==> src/rtl/gf_msb_mul.sv <==
module gf_msb_mul #(
  parameter int          WIDTH = 8,
  parameter logic [7:0]  RPOLY = 8'h1B
) (
  input  logic             clk,
  input  logic             rst_n,
  input  logic             start,
  input  logic [WIDTH-1:0] s_in,
  input  logic [WIDTH-1:0] con_in,
  output logic             busy,
  output logic             done,
  output logic [WIDTH-1:0] product
);
  localparam int IW = (WIDTH > 1) ? $clog2(WIDTH) : 1;

  logic [WIDTH-1:0] s_q, con_q, acc, acc_sh, acc_nx;
  logic [IW-1:0]    idx, top_idx;
  logic             take;

  assign take = start && !busy;

  always_comb begin
    top_idx = '0;
    for (int i = 0; i < WIDTH; i++)
      if (con_in[i]) top_idx = IW'(i);
  end

  assign acc_sh  = {acc[WIDTH-2:0], 1'b0} ^ (acc[WIDTH-1] ? WIDTH'(RPOLY) : '0);
  assign acc_nx  = acc_sh ^ (con_q[idx] ? s_q : '0);
  assign product = acc;

  always_ff @(posedge clk or negedge rst_n) begin
    if (!rst_n) begin
      busy  <= 1'b0;
      done  <= 1'b0;
      acc   <= '0;
      s_q   <= '0;
      con_q <= '0;
      idx   <= '0;
    end else begin
      done <= 1'b0;
      if (take) begin
        s_q   <= s_in;
        con_q <= con_in;
        acc   <= '0;
        idx   <= top_idx;
        busy  <= 1'b1;
      end else if (busy) begin
        acc <= acc_nx;
        if (idx == '0) begin
          busy <= 1'b0;
          done <= 1'b1;
        end else begin
          idx <= idx - 1'b1;
        end
      end
    end
  end
endmodule


==> config.mk <==
export PLATFORM = sky130hd
export DESIGN_NAME = gf_msb_mul
export DESIGN_NICKNAME = d
export VERILOG_FILES = /design/src/rtl/gf_msb_mul.sv
export SDC_FILE = /design/constraint.sdc
export NUM_CORES = 1
export LEC_CHECK = 0
export ABC_CLOCK_PERIOD_IN_PS = 3000
export BUFFER_PORTS_ARGS = -buffer_cell sky130_fd_sc_hd__buf_2
export CAP_MARGIN = 20
export CORE_ASPECT_RATIO = 0.7
export CORE_MARGIN = 2
export CORE_UTILIZATION = 50
export CTS_BUF_LIST = sky130_fd_sc_hd__clkbuf_4 sky130_fd_sc_hd__clkbuf_8 sky130_fd_sc_hd__clkbuf_16
export CTS_CLUSTER_DIAMETER = 80
export CTS_CLUSTER_SIZE = 12
export DETAILED_ROUTE_END_ITERATION = 16
export PLACE_DENSITY = 0.74
export SLEW_MARGIN = 20
export SYNTH_ARGS = -nofsm -noshare
export SYNTH_HDL_FRONTEND = slang
export SYNTH_SLANG_ARGS = --single-unit
==> constraint.sdc <==
create_clock -name clk -period 3 [get_ports clk]
set_input_delay 0.3 -clock clk [delete_from_list [all_inputs] [get_ports clk]]
set_output_delay 0.3 -clock clk [all_outputs]
set_load 0.02 [all_outputs]
Word-level counts from Yosys, hierarchy flattened
Index checks and enable logic that the tools add are counted.
{ "totals": {"regBits": 29, "in_bits": 19, "word_cells": 38, "out_inout_bits": 10} }
{ "op_classes": {"bitwise": 2, "magnitude_cmp": 1, "n_mux": 22, "eq_ne": 1, "n_reduce_logical": 5, "add_sub_neg": 1} }
{ "ops": {"columns": ["operator", "count"], "rows": [
  ["$mux 3", 8],
  ["$mux 8", 3],
  ["$mux 1", 8],
  ["$xor 8x5->8", 1],
  ["$xor 8x8->8", 1],
  ["$mux 5", 1],
  ["$lt 3x4->1 const B", 1],
  ["$bmux 1 s3", 1],
  ["$logic_not 3->1", 1],
  ["$sub 3x1->3 const B", 1],
  ["$mux 2", 1],
  ["$ne 2x2->1 const B", 1],
  ["$reduce_and 2->1", 1],
  ["$reduce_bool 2->1", 1],
  ["$logic_and 1x1->1", 1],
  ["$logic_not 1->1", 1]
]} }

Longest topological paths before layout
{ "logic_depth": {"word_depth": 8, "ltp_mapped": 7} }

Worst setup path before layout
Ideal clock, no wire load.
{ "synth_timing": {"path_type": "flip-flop to flip-flop", "startpoint": "reg idx[0]", "endpoint": "reg acc[6] (netlist: product[6])", "setup_slack_ps": 1320, "stages_incl_launch_ff": 6, "synth_period_minus_slack_ps": 1680, "setup_ps": 121, "n_path_buf": 0, "t_required_ps": 2879, "t_arrival_ps": 1559, "cell_sequence": "dfrtp_1 > mux4_1 > mux2_4 > nand2_1 > xnor2_1 > a22o_1"} }
{ "synth_via": {"elab_chain_len": 6} }
{ "synth_lines": {"columns": ["item", "line", "source"], "rows": [
  ["start, declared", "17", "logic [IW-1:0] idx, top_idx;"],
  ["start signal, assigned", "46", "idx <= top_idx;"],
  ["start signal, assigned", "54", "idx <= idx - 1'b1;"],
  ["$bmux 1 s3", "29", "assign acc_nx = acc_sh ^ (con_q[idx] ? s_q : '0);"],
  ["$mux 1 (implied by the code)", "29", null],
  ["$mux 8", "29", null],
  ["$xor 8x8->8", "29", null],
  ["$mux 8", "48", "end else if (busy) begin"],
  ["$mux 8", "42", "if (take) begin"],
  ["end signal, assigned", "49", "acc <= acc_nx;"],
  ["end, declared", "16", "logic [WIDTH-1:0] s_q, con_q, acc, acc_sh, acc_nx;"]
]} }
No other way between the ends. The select of a mux whose other input is x is not followed.
A chain may end at the register's enable or synchronous reset.

Worst setup path after layout
{ "layout_timing": {"startpoint": "reg idx[0]", "endpoint": "reg acc[7] (netlist: product[7])"} }
Same word-level chain as after synthesis.

==> impl_metrics.toml <==
[run_status]
status = "finished clean"

[synth]
async_flop_share = 1.00
synth_top_area_share = 0.515
ys_seq_area_frac = 0.515
yosysTopAreaCell = "dfrtp_1"
synth_top_family_by_area = "simple AND/OR/NAND/NOR gates"
synth_compound_area_frac = 0.0870
ys_types = 24
netlist_area_sq_um = 1410
syn_nets = 170
yosysMostFrequentCell = "nand2_1"
muxShareOfSynthArea = 0.0551
ys_warn_count = 0
synth_fa_ha_area_frac = 0.0178
dominantRegCellSynth = "dfrtp_1"
synth_edf_count = 0
ys_top_cells_by_count = "53 x nand2_1, 29 x dfrtp_1, 8 x xnor2_1"
synth_seq_cells = 29
netlist_instances = 149
synthTopCellsByArea = "dfrtp_1 52%, nand2_1 14%, xnor2_1 5.0%"
synth_xor_area_frac = 0.0684
synth-simple-area-share = 0.224
syn_area_per_cell_sq_um = 9.46

[layout]
nNetsFinal = 198
drive_above_1_share = 0.213
area_growth_pct = 20.0
antenna_cells = 0
finalNonFillerCells = 214

[worst_setup_path]
reg2reg_setup_slack_ns = 1.24
rr_worst_depth = 5
cp_top_family = "multiplexers"
r2r_end = "product[7]"
path_cells = "mux4_1 -> mux2_4 -> nand2_1 -> xnor2_1 -> a21o_1"
arrival_ns = 1.93
crit_fanout = 8
path_buf_inv = 0
reg2reg_from = "idx[0]"
cpMaxStageDelayCell = "mux4_1"
cp.required_ns = 3.16
path_class = "flop to flop"
cp_slowest_stage_delay_ns = 0.56
endpoint_kind = "flop"
start_kind = "flop"

[placement]
gp_congestion = 0.772
port_buffers = 28
dp_slack_ns = 1.24
dp_cells = 206
hpwlAfterDp_um = 1980

[clock_network]
cts_setup_buffers = 0
ctsHoldBuffers = 0
cts_buffers = 5
clk_pin_slew_ns = 0.06
ctsLongestPathBuffers = 2
cts_resized = 0
cts_tree = "built"
clk_latency_ns = 0.27
cts_root_buf = "clkbuf_8"
cts_sinks = 29
h-tree-depth = 2

[drt]
first_iter_violations = 120
drc = 0
final_antenna_net_count = 0
drt_first_pass_iters = 4
num_vias = 1103
wl_um = 2750
routed_via_density = 5.15
detail_route.wl_per_cell_um = 12.9

[die]
dieArea_sq_um = 3270
pin_count = 29
design.core.area_sq_um = 2740
die_x_um = 67.4
initial_core_util = 0.514
die_height_um = 48.4
rows = 16

[global_route]
grt_pass1_wl_um = 4570
grt_max_degree = 30
grt_overflow = 0
grt_pass1_vias = 971
grt_usage = 0.191
antenna_found_initial = 0

[sta]
relSlewSlack = 0.573
period_share = 0.587
max_freq_mhz = 568
finalMaxSlewViolations = 0
rsz0062_at_grt = "no"
finalCriticalPeriod_ns = 1.76
hold_viol_final = 0
tightestPinTransition_ns = 0.641
finalSetupViolCount = 0
setup_ws_ns = 1.24
fin_hold_ws_ns = 0.0481
skew_ns = 0.00282
tns_ns = 0

[power_and_ir_drop]
p_leak_nw = 0.904
vdd_drop_max_mv = 0.501
power_density_nw_per_um2 = 1200

[hold_path]
hold_class = "input pin to asynchronous set/reset pin"

[flow_run]
cap_violations = 0
-- registers in the layout, summed over array words and instances, names as in the netlist --
register / flops
con_q: 8
product: 8
done: 1
s_q: 8
idx: 3
busy: 1
-- layout by cell type (no fill, tap or decap), drive strengths merged --
cell type / count
nor2: 7
mux4: 2
mux2i: 1
nand2: 53
nor2b: 1
a21oi: 2
mux2: 1
o21bai: 1
bufinv: 1
ha: 2
clkbuf: 7
a21o: 7
and3b: 1
inv: 4
nor4bb: 1
buf: 29
xnor2: 8
nor3b: 7
a22o: 1
and3: 1
nand2b: 1
o21ai: 7
dfrtp: 29
a32oi: 1
xor2: 3
-- power by group --
| part | internal (mW) | switching (mW) |
|---|---|---|
| Clock | 0.279 | 0.140 |
| Sequential | 0.588 | 0.171 |
| Combinational | 0.420 | 0.425 |
| Total | 1.29 | 0.736 |
-- worst reg2reg max path, delay by kind of cell, from the launching register on --
kind,cells,cell delay (ns)
and+or+nand+nor,1,0.10
xor gates and xnor gates,1,0.07
DFF,1,0.42
AOI/OAI and AO/OA,1,0.18
muxes,2,0.88
-- final cells by class --
class	instances	area, sq um
Fill cell	233	1050
Sequential cell	29	726
Multi-Input combinational cell	108	637
Timing Repair Buffer	29	148
Clock buffer	7	90.1
Tap cell	36	45.0
Clock inverter	1	30.0
Inverter	4	15.0
-- worst max-delay path by stage --
stage | end | start | slack, ns | cells past startpoint
6_report | product[7] | idx[0] | 1.24 | 5
5_1_grt | product[3] | idx[0] | 1.14 | 5
4_1_cts | product[0] | idx[0] | 1.23 | 5
3_5_place_dp | product[0] | idx[0] | 1.24 | 5
3_3_place_gp | product[6] | idx[0] | 1.28 | 5
2_1_floorplan | product[6] | idx[0] | 1.32 | 5
-- through the flow --
step	total power [mW]	cell area (sq um)	util
floorplan	1.40	1410	-
global placement	1.58	1570	0.573
detailed placement	1.62	1570	0.573
CTS	2.04	1690	0.616
global route	2.20	1690	0.616
finish	2.02	1690	0.616
-- logic make-up after synthesis --
family          after synthesis
xor+xnor                     11
buf+inv                      12
simple gates                 72
flops                        29
fa+ha+maj                     2
compound gates               19
mux                           4
-- per-layer routing --
layer / part of all wire / global-route usage / up-vias / routed length, um
li1: - / - / 543 / -
met1: 0.47 / 0.290 / 513 / 1290
met2: 0.45 / 0.256 / 43 / 1240
met3: 0.074 / 0.0581 / 4 / 204
met4: 0.0084 / 0.0748 / 0 / 23
met5: 0 / 0 / - / 0
(Power assumes the default switching activity.)
